### config.mk
export PLATFORM = sky130hd
export DESIGN_NAME = uart_tx_idleq
export DESIGN_NICKNAME = d
export VERILOG_FILES = /design/src/rtl/uart_txq_pkg.sv /design/src/rtl/uart_txq_hold.sv /design/src/rtl/uart_txq_enq.sv /design/src/rtl/uart_txq_shifter.sv /design/src/rtl/uart_tx_idleq.sv
export SDC_FILE = /design/constraint.sdc
export NUM_CORES = 1
export LEC_CHECK = 0
export BUFFER_PORTS_ARGS = -buffer_cell sky130_fd_sc_hd__buf_2
export CORE_MARGIN = 4
export CORE_UTILIZATION = 54
export DETAILED_ROUTE_END_ITERATION = 12
export MAX_ROUTING_LAYER = met4
export PLACE_DENSITY = 0.78
export SKIP_CTS_REPAIR_TIMING = 1
export SYNTH_ARGS = -nofsm -noshare
export SYNTH_HDL_FRONTEND = slang
export SYNTH_SLANG_ARGS = --single-unit
### constraint.sdc
create_clock -name clk -period 4 [get_ports clk]
set_clock_uncertainty 0.2 [all_clocks]
set_input_delay 0.8 -clock clk [delete_from_list [all_inputs] [get_ports clk]]
set_output_delay 0.8 -clock clk [all_outputs]
set_load 0.02 [all_outputs]
### src/rtl/uart_txq_pkg.sv
package uart_txq_pkg;

    // Kind of character currently occupying the shifter
    typedef enum logic [1:0] {
        CH_NONE  = 2'd0,
        CH_DATA  = 2'd1,
        CH_IDLE  = 2'd2,
        CH_BREAK = 2'd3
    } char_kind_e;

    // Pending work offered to the shifter at a character boundary
    typedef struct packed {
        logic idle;
        logic brk;
        logic data;
    } txq_req_t;

    // Bit slots per character: start + data + stop
    function automatic int char_bits(input int data_w);
        return data_w + 2;
    endfunction

    // Priority at a character boundary: idle, then break, then data
    function automatic char_kind_e pick_next(input txq_req_t r);
        if (r.idle)
            return CH_IDLE;
        else if (r.brk)
            return CH_BREAK;
        else if (r.data)
            return CH_DATA;
        return CH_NONE;
    endfunction

endpackage

### src/rtl/uart_txq_hold.sv
module uart_txq_hold #(
    parameter int DATA_W = 8
) (
    input  logic              clk,
    input  logic              rst,
    input  logic              wr_stb,
    input  logic [DATA_W-1:0] wr_data,
    input  logic              take,
    input  logic              drop,
    output logic              full,
    output logic [DATA_W-1:0] data
);

    always_ff @(posedge clk) begin
        if (rst) begin
            full <= 1'b0;
            data <= '0;
        end else begin
            if (wr_stb) begin
                full <= 1'b1;
                data <= wr_data;
            end else if (take || drop) begin
                full <= 1'b0;
            end
        end
    end

    assert_write_fills_R4: assert property (@(posedge clk) disable iff (rst)
        wr_stb |=> full);

    assert_take_empties_R4: assert property (@(posedge clk) disable iff (rst)
        (take && !wr_stb) |=> !full);

    assert_drop_empties_R7: assert property (@(posedge clk) disable iff (rst)
        (drop && !wr_stb) |=> !full);

endmodule

### src/rtl/uart_txq_enq.sv
module uart_txq_enq (
    input  logic clk,
    input  logic rst,
    input  logic tx_en,
    input  logic in_stop,
    input  logic take_idle,
    output logic idle_pend,
    output logic discard
);

    logic en_q;
    logic late;
    logic rise;

    assign rise    = tx_en && !en_q;
    assign discard = rise && late;

    always_ff @(posedge clk) begin
        if (rst) begin
            en_q      <= 1'b0;
            late      <= 1'b0;
            idle_pend <= 1'b0;
        end else begin
            en_q <= tx_en;
            if (rise)
                late <= 1'b0;
            else if (!tx_en && in_stop)
                late <= 1'b1;
            if (rise)
                idle_pend <= 1'b1;
            else if (take_idle)
                idle_pend <= 1'b0;
        end
    end

    assert_rise_queues_R6: assert property (@(posedge clk) disable iff (rst)
        (tx_en && !en_q) |=> idle_pend);

    assert_discard_needs_rise_R7: assert property (@(posedge clk) disable iff (rst)
        discard |-> (tx_en && $past(!tx_en)));

endmodule

### src/rtl/uart_txq_shifter.sv
module uart_txq_shifter
    import uart_txq_pkg::*;
#(
    parameter int DATA_W = 8
) (
    input  logic              clk,
    input  logic              rst,
    input  logic              baud_tick,
    input  logic              tx_en,
    input  txq_req_t          req,
    input  logic [DATA_W-1:0] buf_data,
    output logic              take_data,
    output logic              take_idle,
    output logic              in_stop,
    output char_kind_e        kind,
    output logic              line_lvl
);

    localparam int CHAR_BITS = char_bits(DATA_W);
    localparam int IDX_W     = $clog2(CHAR_BITS);
    localparam logic [IDX_W-1:0] LAST_IDX = IDX_W'(CHAR_BITS - 1);

    logic [IDX_W-1:0]  idx;
    logic [DATA_W-1:0] sh;
    logic              char_end;
    char_kind_e        nxt;
    logic [IDX_W-1:0]  sel;
    logic [DATA_W-1:0] shifted;

    assign char_end  = (kind == CH_NONE) || (idx == LAST_IDX);
    assign nxt       = tx_en ? pick_next(req) : CH_NONE;
    assign take_data = baud_tick && char_end && (nxt == CH_DATA);
    assign take_idle = baud_tick && char_end && (nxt == CH_IDLE);
    assign in_stop   = (kind == CH_DATA) && (idx == LAST_IDX);

    always_ff @(posedge clk) begin
        if (rst) begin
            kind <= CH_NONE;
            idx  <= '0;
            sh   <= '0;
        end else if (baud_tick) begin
            if (char_end) begin
                kind <= nxt;
                idx  <= '0;
                if (nxt == CH_DATA)
                    sh <= buf_data;
            end else begin
                idx <= idx + IDX_W'(1);
            end
        end
    end

    always_comb begin
        sel      = idx - IDX_W'(1);
        shifted  = sh >> sel;
        line_lvl = 1'b1;
        case (kind)
            CH_DATA: begin
                if (idx == '0)
                    line_lvl = 1'b0;
                else if (idx == LAST_IDX)
                    line_lvl = 1'b1;
                else
                    line_lvl = shifted[0];
            end
            CH_BREAK: line_lvl = 1'b0;
            default:  line_lvl = 1'b1;
        endcase
    end

    assert_idx_range_R2: assert property (@(posedge clk) disable iff (rst)
        idx <= LAST_IDX);

    assert_bit_hold_R2: assert property (@(posedge clk) disable iff (rst)
        !baud_tick |=> $stable(line_lvl));

    assert_off_stays_quiet_R9: assert property (@(posedge clk) disable iff (rst)
        (!tx_en && kind == CH_NONE) |=> kind == CH_NONE);

endmodule

### src/rtl/uart_tx_idleq.sv
module uart_tx_idleq
    import uart_txq_pkg::*;
#(
    parameter int DATA_W = 8
) (
    input  logic              clk,
    input  logic              rst,
    input  logic              baud_tick,
    input  logic              tx_en,
    input  logic              tx_inv,
    input  logic              brk_req,
    input  logic              wr_stb,
    input  logic [DATA_W-1:0] wr_data,
    input  logic              irq_empty_en,
    input  logic              irq_done_en,
    output logic              txd,
    output logic              buf_empty,
    output logic              tx_done,
    output logic              irq
);

    localparam int N_SRC = 2;

    logic              hold_full;
    logic [DATA_W-1:0] hold_data;
    logic              take_data;
    logic              take_idle;
    logic              in_stop;
    logic              idle_pend;
    logic              discard;
    logic              line_lvl;
    char_kind_e        kind;
    txq_req_t          req;
    logic [N_SRC-1:0]  src;
    logic [N_SRC-1:0]  ena;
    logic [N_SRC-1:0]  hit;

    uart_txq_hold #(.DATA_W(DATA_W)) hold_i (
        .clk     (clk),
        .rst     (rst),
        .wr_stb  (wr_stb),
        .wr_data (wr_data),
        .take    (take_data),
        .drop    (discard),
        .full    (hold_full),
        .data    (hold_data)
    );

    uart_txq_enq enq_i (
        .clk       (clk),
        .rst       (rst),
        .tx_en     (tx_en),
        .in_stop   (in_stop),
        .take_idle (take_idle),
        .idle_pend (idle_pend),
        .discard   (discard)
    );

    assign req.idle = idle_pend;
    assign req.brk  = brk_req;
    assign req.data = hold_full;

    uart_txq_shifter #(.DATA_W(DATA_W)) shift_i (
        .clk       (clk),
        .rst       (rst),
        .baud_tick (baud_tick),
        .tx_en     (tx_en),
        .req       (req),
        .buf_data  (hold_data),
        .take_data (take_data),
        .take_idle (take_idle),
        .in_stop   (in_stop),
        .kind      (kind),
        .line_lvl  (line_lvl)
    );

    assign txd       = line_lvl ^ tx_inv;
    assign buf_empty = !hold_full;
    assign tx_done   = (kind == CH_NONE) && !hold_full && !idle_pend
                       && !(brk_req && tx_en);

    assign src = {tx_done, buf_empty};
    assign ena = {irq_done_en, irq_empty_en};

    for (genvar g = 0; g < N_SRC; g++) begin : g_irq_src
        assign hit[g] = src[g] && ena[g];
    end

    assign irq = |hit;

    assert_done_clear_R5: assert property (@(posedge clk) disable iff (rst)
        wr_stb |=> !tx_done);

    assert_irq_gate_R10: assert property (@(posedge clk) disable iff (rst)
        (!irq_empty_en && !irq_done_en) |-> !irq);

    assert_done_needs_empty_R5: assert property (@(posedge clk) disable iff (rst)
        tx_done |-> buf_empty);

endmodule

==> out/results.txt, run 1 <==
# fillers: 173
ANT cells: 0
Final net count: 166
Die ar.: 0.003084 sq mm
FP Rows: 16
Final WL: 2088 um
Net switching power: 0.1147 mW
Routed Antenna Nets: 0
Vias per cell: 5.145
F_max: 261.6 MHz
DP Wirelength: 1619 um
Remaining DRCs: 0
Top cell type's share of synthesized area: 42.67%
Fin crit period: 3822 ps
Switching portion of total power: 24.47%
Clock network fraction of total power: 27.4%
CORE AREA: 0.002062 sq mm
Final hold vios: 0
Hold Path Sink: shift_i.sh[0]
Largest family of logic cells by synthesized area: multiplexers
Post-Syn Area: 0.001220 sq mm
Initial Util: 59.16%
IO Pins: 21
Port buffer count: 20
GP Congestion: 0.7949
Post-synthesis share of cell area spent on xor and xnor gates: 3.487%
Layout area overhead: 12.10%
Syn Nets: 146
Leak Pwr: 0.6426 nW
Clk_lat worst skew: 310 ps
Crit end category: primary output
Routed len/inst: 12.14 um
Clock transition at the registers of the reported paths: 130 ps
Reg area: 520.5 sq um
WP data arrival: 2820 ps
Synth Register Bits: 26
Max_cap viols: 0
Post-DP Area: 0.001331 sq mm
Setup violations, final: 0
Largest net degree at the start of global routing: 24
Ys Warns: 0
Final Cell Area: 0.001368 sq mm
Multi-input logic area: 661.9 sq um
Hold path start: shift_i.sh[0]
H-tree depth: 1
Post-synthesis mux area share: 20.31%
Leading area contributor after synthesis: dfxtp_1
Max Root-Sink Buffers: 2
Post-Synth Simple-Gate Area: 18.15%
Adder-Cell Fraction of Synth Area: 3.077%
Remaining Overflow, GRT: 0
Hold Path Class: flop to flop
Final Max Slew Viols: 0
RSZ-0062 raised after global routing: false
Hold depth: 2
DR vias: 885
Die W: 55.53 um
Root Driver: clkbuf_4
Comb pwr share: 13.7%
Syn Area/Cell: 9.682 sq um
Drt pass-1 iters: 4
Synth Area in Compound Gates: 9.231%
Share of layout cells above drive strength 1: 19.31%
Synth unique cells: 30
Clock Sinks: 26
Relative max-transition margin: 69.25%
Reg-to-Reg Start: shift_i.idx[1]
First-pass GRT wire length: 3836 um
Crit path kind: flop to primary output
Final setup TNS: 0 ps
Reg power frac: 58.9%
GR Util All Layers: 15.42%
DRT iter0 DRCs: 13
Synth top area cells: dfxtp_1 43%, mux2i_1 15%, nor2_1 8.6%
Seq/Total Area, Yosys: 42.67%
Worst-path maximum fanout: 7
Reg-to-reg slack, setup: 1910 ps
Run status: finished clean
Initial antenna violation count: 0
Worst Setup Start Kind: flop
Synthesized instance count: 126
Measured slew at the worst slew-check pin: 460.1 ps
R2R depth: 7
R2R Path End: shift_i.sh[2]
Period utilisation layout: 95.56%
Total CTS buffers: 3
Power density cells: 342.6 mW/mm^2
Die span in y: 55.53 um
Vias in the first global route: 892
CTS tree: built
Int Pwr: 0.3539 mW
VDD IR max: 0.2237 mV
CP required: 3000 ps
-- worst max-delay path: stages, from the launching register on --
cell	delay, ps
dfxtp_1	480
inv_1	80
ha_1	240
xnor2_2	180
mux4_1	580
nand3b_1	130
mux2_4	320
a2111oi_4	300
buf_2	210
-- state kept, by name (all words and copies together) (netlist names) --
signal and cells:
enq_i.en_q 1, enq_i.idle_pend 1, enq_i.late 1, hold_i.data 8, hold_i.full 1, shift_i.idx 4, shift_i.kind 2, shift_i.sh 8
-- cells by family after synthesis --
| logic type | after synthesis |
|---|---|
| multiplexers | 21 |
| adder cells (fa/ha/maj) | 3 |
| AND/OR/NAND/NOR | 48 |
| flip-flops | 26 |
| XOR/XNOR | 4 |
| buffers and inverters | 9 |
| AO/OA/AOI/OAI | 15 |
-- worst max path at each step --
stage	startpoint	end	slack, ps
finish	shift_i.idx[0]	txd	180
global route	shift_i.idx[0]	txd	20
CTS	shift_i.idx[0]	txd	140
detailed placement	shift_i.idx[0]	txd	530
global placement	shift_i.idx[0]	txd	620
floorplan	shift_i.idx[0]	txd	710
-- cell type report --
| cell class | instances | share of cell area [%] |
|---|---|---|
| Clock buffer | 4 | 2.653 |
| Inverter | 4 | 1.098 |
| Multi-Input combinational cell | 91 | 48.40 |
| Sequential cell | 26 | 38.06 |
| Tap cell | 27 | 2.470 |
| Timing Repair Buffer | 20 | 7.319 |
-- synth_stat cells (all sizes together) --
cell type   n
xor2        2
a211oi      1
nor2       28
a21oi       7
nand4       1
a31oi       1
buf         1
inv         4
xnor2       2
a22o        1
mux4        2
o21a        2
mux2i      18
nor3        3
ha          3
nor4b       2
nand3b      1
o211ai      1
o21ai       1
nand2b      2
and3b       1
and3        1
and2        1
clkbuf      4
dfxtp      26
nor2b       2
mux2        1
a2111oi     1
nand2       6
-- metrics by stage --
step	power (mW)	hold WS [ps]	utilization, %	cells	setup WS, ps
2_1_floorplan	0.3260	254.9	-	126	713.6
3_3_place_gp	0.3440	271.7	64.56	168	616.0
3_5_place_dp	0.3463	281.5	64.56	168	528.3
4_1_cts	0.4766	314.8	66.32	172	141.4
5_1_grt	0.4967	340.1	66.32	172	24.17
6_report	0.4685	306.0	66.32	172	177.8
-- layer usage --
| metal | part of all wire, % | GRT usage (%) | routed length (um) |
|---|---|---|---|
| met3 | 3.5 | 2.797 | 74 |
| met5 | 0 | - | 0 |
| met4 | 0.72 | 6.250 | 15 |
| met1 | 47 | 18.40 | 990 |
| met2 | 48 | 25.51 | 1006 |
-- cells in the final DEF, fill, tap and decap left out, drive strengths merged, types with 2 or more instances in the layout --
cell and n:
a21oi 7, buf 20, clkbuf 4, dfxtp 26, ha 3, inv 4, mux2i 18, mux4 2
nand2 6, nand2b 2, nor2 28, nor2b 2, nor3 3, nor4b 2, o21a 2, xnor2 2
xor2 2
-- power groups by stage --
| stage | Clock [mW] | Sequential (mW) | Combinational (mW) |
|---|---|---|---|
| after floorplan | 0 | 0.280 | 0.0464 |
| after global placement | 0 | 0.281 | 0.0630 |
| after detailed placement | 0 | 0.282 | 0.0646 |
| after CTS | 0.136 | 0.276 | 0.0650 |
| after global routing | 0.148 | 0.277 | 0.0715 |
| final | 0.128 | 0.276 | 0.0644 |
Power figures use the tool's default switching activity.
==> run 2, diff against run 1 <==
--- a/config.mk
+++ b/config.mk
@@ -5,8 +5,8 @@
 export SDC_FILE = /design/constraint.sdc
 export NUM_CORES = 1
 export LEC_CHECK = 0
+export ABC_AREA = 0
 export BUFFER_PORTS_ARGS = -buffer_cell sky130_fd_sc_hd__buf_2
-export CORE_MARGIN = 4
 export CORE_UTILIZATION = 54
 export DETAILED_ROUTE_END_ITERATION = 12
 export MAX_ROUTING_LAYER = met4
@@ -14,4 +14,5 @@
 export SKIP_CTS_REPAIR_TIMING = 1
 export SYNTH_ARGS = -nofsm -noshare
 export SYNTH_HDL_FRONTEND = slang
+export SYNTH_HIERARCHICAL = 1
 export SYNTH_SLANG_ARGS = --single-unit
==> out/results.txt, run 2 <==
IO Pins: 21
Reg-to-Reg Start: shift_i/idx[1]
R2R depth: 7
Power density cells: 375.8 mW/mm^2
Net switching power: 0.1253 mW
Count leader, synth: dfxtp_1
R2R Path End: hold_i/full
Final net count: 169
Vias in the first global route: 862
Max Root-Sink Buffers: 2
Clock transition at the registers of the reported paths: 150 ps
Ys flop type: dfxtp_1
Reg power frac: 52.6%
Final WL: 2186 um
Synth Area in Compound Gates: 9.810%
Clk_lat worst skew: 330 ps
WP data arrival: 2510 ps
DRT iter0 DRCs: 18
DR vias: 928
Commonest non-fill, non-tap cells in the layout: 26 x dfxtp_1, 24 x nor2_1, 21 x mux2i_1
ANT cells: 0
Syn Area/Cell: 9.615 sq um
Top cell type's share of synthesized area: 41.64%
Fin crit period: 3508 ps
CTS tree: built
Leading area contributor after synthesis: dfxtp_1
Relative max-transition margin: 58.04%
Total CTS buffers: 3
Setup crit end: txd
Post-synth top cells: 26 x dfxtp_1, 24 x nor2_1, 21 x mux2i_1, 8 x inv_1, 4 x nand2_1
Synth top area cells: dfxtp_1 42%, mux2i_1 17%, nor2_1 7.2%
Die W: 50.11 um
Worst slack, placed: 903.4 ps
Syn Nets: 150
Routed len/inst: 12.42 um
Comb pwr share: 12.8%
Measured slew at the worst slew-check pin: 627.5 ps
Largest registers: hold_i/data x8, shift_i/sh x8, shift_i/idx x4
Clock Sinks: 26
Most common cell after layout, fill and taps aside: dfxtp_1
Int Pwr: 0.4018 mW
Switching portion of total power: 23.78%
Remaining DRCs: 0
Crit end category: primary output
Synth unique cells: 39
Seq/Total Area, Yosys: 41.64%
First-pass GRT wire length: 3808 um
Fraction of registers with async set/reset: 0%
GR Util All Layers: 20.82%
GP Congestion: 0.8378
Ys Warns: 6
Die span in y: 50.11 um
Worst-path maximum fanout: 9
Period utilisation layout: 87.71%
Crit path kind: flop to primary output
Initial Util: 57.05%
Run status: finished clean
Post-Synth Simple-Gate Area: 18.22%
CORE AREA: 0.002191 sq mm
DP Wirelength: 1563 um
Share of layout cells above drive strength 1: 20.95%
Root Driver: clkbuf_4
Final hold vios: 0
VDD IR max: 0.2611 mV
Initial antenna violation count: 0
Post-synthesis mux area share: 18.62%
Core Util, Final: 64.02%
Adder-Cell Fraction of Synth Area: 3.003%
Clock network fraction of total power: 34.7%
Leak Pwr: 0.6563 nW
H-tree depth: 1
Vias per cell: 5.273
CP required: 3000 ps
Post-synthesis share of cell area spent on xor and xnor gates: 3.504%
Drt pass-1 iters: 4
Largest family of logic cells by synthesized area: multiplexers
RSZ-0062 raised after global routing: false
FP Rows: 17
Hold Path Class: flop to flop
Synth Register Bits: 26
Synthesized instance count: 130
Final worst setup slack: 491.6 ps
Max_cap viols: 0
Port buffer count: 20
Setup violations, final: 0
Worst Setup Start Kind: flop
Critical path startpoint: shift_i/idx[0]
Reg-to-reg slack, setup: 1660 ps
Largest net degree at the start of global routing: 25
Remaining Overflow, GRT: 0
Post-Syn Area: 0.001250 sq mm
Final setup TNS: 0 ps
Routed Antenna Nets: 0
Layout area overhead: 12.21%
Final Max Slew Viols: 0
Post-synth EDFFs: 0
WHS: 290.8 ps
F_max: 285.0 MHz
Die ar.: 0.002511 sq mm
-- run 2: cell types whose count changed in the layout (fill, tap and decap cells not counted), sizes merged, moves of 3 or more --
cell	before	now
nor3	3	0
o21ai	1	4
mux2i	18	21
inv	4	8
nor2	28	24
a21oi	7	3
-- run 2: critical path, stage by stage, from the launching register on --
cell and delay, ps:
dfxtp_1 550, inv_1 90, ha_1 390, mux2i_1 290, o21ai_0 110, a221oi_1 250, o221ai_1 180, xor2_1 160
buf_2 160
-- run 2: power groups by stage --
stage	clock network, mW	logic, mW	registers, mW
final	0.183	0.0674	0.277
after global routing	0.198	0.0742	0.279
after floorplan	0	0.0516	0.279
after detailed placement	0	0.0674	0.283
after global placement	0	0.0653	0.282
after CTS	0.187	0.0678	0.277
-- run 2: final cells by class --
type | instances | area, sq um
repair buffers | 20 | 100.1
clock buffers | 3 | 22.52
inverters | 8 | 30.03
clock inverters | 1 | 30.03
flip-flops and latches | 26 | 520.5
multi-input cells | 90 | 664.4
well taps | 28 | 35.03
fillers | 195 | 788.3
-- run 2: cells by family (layout without fill, tap and decap cells) --
| kind of cell | Yosys count | count (layout) |
|---|---|---|
| compound gates | 15 | 15 |
| xor+xnor | 5 | 5 |
| fa+ha+maj | 3 | 3 |
| buf+inv | 14 | 32 |
| flops | 26 | 26 |
| mux | 22 | 22 |
| simple gates | 45 | 45 |
-- run 2: per-stage QoR --
step | power [mW] | instance area [sq um] | instances
after global placement | 0.3475 | 1350 | 172
final | 0.5271 | 1403 | 176
after detailed placement | 0.3501 | 1350 | 172
after global routing | 0.5513 | 1403 | 176
after floorplan | 0.3309 | 1250 | 130
after CTS | 0.5321 | 1403 | 176
-- run 2: routing by layer --
layer | GRT usage (%) | up-vias | share of wire, %
met5 | - | - | 0
met4 | 5.714 | 0 | 1.2
met3 | 5.556 | 4 | 4.5
met2 | 32.89 | 22 | 47
met1 | 25.95 | 425 | 48
li1 | - | 477 | -
-- run 2: worst min path at each step --
| stage | start | endpoint | slack [ps] | cells past startpoint |
|---|---|---|---|---|
| 3_3_place_gp | enq_i/late | enq_i/late | 260 | 2 |
| 4_1_cts | enq_i/late | enq_i/late | 300 | 2 |
| 6_report | enq_i/late | enq_i/late | 290 | 2 |
| 2_1_floorplan | enq_i/late | enq_i/late | 250 | 2 |
| 5_1_grt | enq_i/late | enq_i/late | 330 | 2 |
| 3_5_place_dp | enq_i/late | enq_i/late | 280 | 2 |
==> run 3, diff against run 2 <==
--- a/config.mk
+++ b/config.mk
@@ -7,10 +7,11 @@
 export LEC_CHECK = 0
 export ABC_AREA = 0
 export BUFFER_PORTS_ARGS = -buffer_cell sky130_fd_sc_hd__buf_2
-export CORE_UTILIZATION = 54
+export CORE_MARGIN = 1.5
+export CORE_UTILIZATION = 30
 export DETAILED_ROUTE_END_ITERATION = 12
 export MAX_ROUTING_LAYER = met4
-export PLACE_DENSITY = 0.78
+export PLACE_DENSITY = 0.49
 export SKIP_CTS_REPAIR_TIMING = 1
 export SYNTH_ARGS = -nofsm -noshare
 export SYNTH_HDL_FRONTEND = slang
==> out/results.txt, run 3 (same netlist as run 2, synthesis figures left out) <==
Run status: finished clean
Measured slew at the worst slew-check pin: 617.7 ps
Initial antenna violation count: 0
GR Util All Layers: 12.12%
Layout area overhead: 13.51%
Hold depth: 2
VDD IR max: 0.1711 mV
Largest registers: hold_i/data x8, shift_i/sh x8, shift_i/idx x4
Relative max-transition margin: 58.70%
Clk_lat worst skew: 260 ps
CP required: 3000 ps
Clock Sinks: 26
Final WL: 2280 um
Vias in the first global route: 877
Routed Antenna Nets: 0
Root Driver: clkbuf_8
CTS tree: built
Reg-to-Reg Start: shift_i/idx[1]
IO Pins: 21
Final net count: 169
Die ar.: 0.004563 sq mm
Port buffer count: 20
Max Root-Sink Buffers: 2
Commonest non-fill, non-tap cells in the layout: 26 x dfxtp_1, 24 x nor2_1, 21 x mux2i_1
Reg-to-reg slack, setup: 1710 ps
Share of layout cells above drive strength 1: 20.41%
Worst Path Buf+Inv: 2
Multi-input logic area: 664.4 sq um
Clock transition at the registers of the reported paths: 80 ps
First-pass GRT wire length: 4036 um
Most common cell after layout, fill and taps aside: dfxtp_1
Max_cap viols: 0
RSZ-0062 raised after global routing: false
Hold Path Class: flop to flop
FP Rows: 23
Period utilisation layout: 84.09%
Initial Util: 31.25%
Fin crit period: 3363 ps
Final worst setup slack: 636.6 ps
Leak Pwr: 0.6499 nW
Remaining Overflow, GRT: 0
Final hold vios: 0
Core Util, Final: 35.47%
Setup violations, final: 0
DR vias: 936
Total CTS buffers: 3
Remaining DRCs: 0
CORE AREA: 0.004000 sq mm
Reg area: 520.5 sq um
WP data arrival: 2360 ps
Largest net degree at the start of global routing: 25
Worst slack, placed: 901.8 ps
Worst-path maximum fanout: 9
F_max: 297.3 MHz
H-tree depth: 1
Drt pass-1 iters: 4
Power density cells: 342.5 mW/mm^2
Die W: 67.55 um
Crit path kind: flop to primary output
CP top delay family: flip-flops
R2R Path End: hold_i/full
Hold Path Sink: enq_i/late
DP Wirelength: 1702 um
WHS: 276.1 ps
Hold path start: enq_i/late
Vias per cell: 4.751
Crit end category: primary output
Final setup TNS: 0 ps
Critical path's slowest cell: dfxtp_1
Worst Setup Start Kind: flop
R2R depth: 7
Crit-path cells: inv_1, ha_1, mux2i_1, nand2_1, a221oi_1, o221ai_1, xor2_1, buf_2
Final Max Slew Viols: 0
Routed len/inst: 11.57 um
GP Congestion: 0.8863
ANT cells: 0
# fillers: 393
Slowest stage delay, CP: 530 ps
Die span in y: 67.55 um
DRT iter0 DRCs: 37
[run 3: worst reg2reg max path, stage by stage, from the launching register on]
cell and delay (ps):
dfxtp_1 400, inv_1 100, ha_1 210, and3b_1 200
o211ai_2 530, inv_1 80, or3b_1 380, a21oi_2 130
[run 3: layout make-up]
type | count | area share [%]
Inverter | 8 | 2.116
Clock buffer | 3 | 2.910
Multi-Input combinational cell | 90 | 46.83
Sequential cell | 26 | 36.68
Tap cell | 50 | 4.409
Timing Repair Buffer | 20 | 7.055
[run 3: worst max path at each step]
stage                               from  end  cells after the start
after floorplan           shift_i/idx[0]  txd                      8
after global placement    shift_i/idx[0]  txd                      8
after detailed placement  shift_i/idx[0]  txd                      8
after CTS                 shift_i/idx[0]  txd                      8
after global routing      shift_i/idx[0]  txd                      8
final                     shift_i/idx[0]  txd                      8
[run 3: report_power, final]
group | switching, mW | leakage [nW] | internal [mW] | total, mW
sequential | 0.00914 | 0.212 | 0.268 | 0.277
clock | 0.0741 | 0.0216 | 0.0673 | 0.141
combinational | 0.0355 | 0.416 | 0.0319 | 0.0674
[run 3: per-stage QoR]
stage | cell area, sq um | power, mW | std cells
floorplan | 1250 | 0.3309 | 130
global placement | 1378 | 0.3492 | 194
detailed placement | 1378 | 0.3513 | 194
CTS | 1419 | 0.4938 | 197
global route | 1419 | 0.5172 | 197
finish | 1419 | 0.4860 | 197
[run 3: layer usage]
metal,vias to the layer above,global-route usage [%],wire length [um]
met1,423,16.65,1173
met2,25,17.03,975
met5,-,-,0
met4,0,5.867,39
met3,5,2.167,92
li1,483,-,-
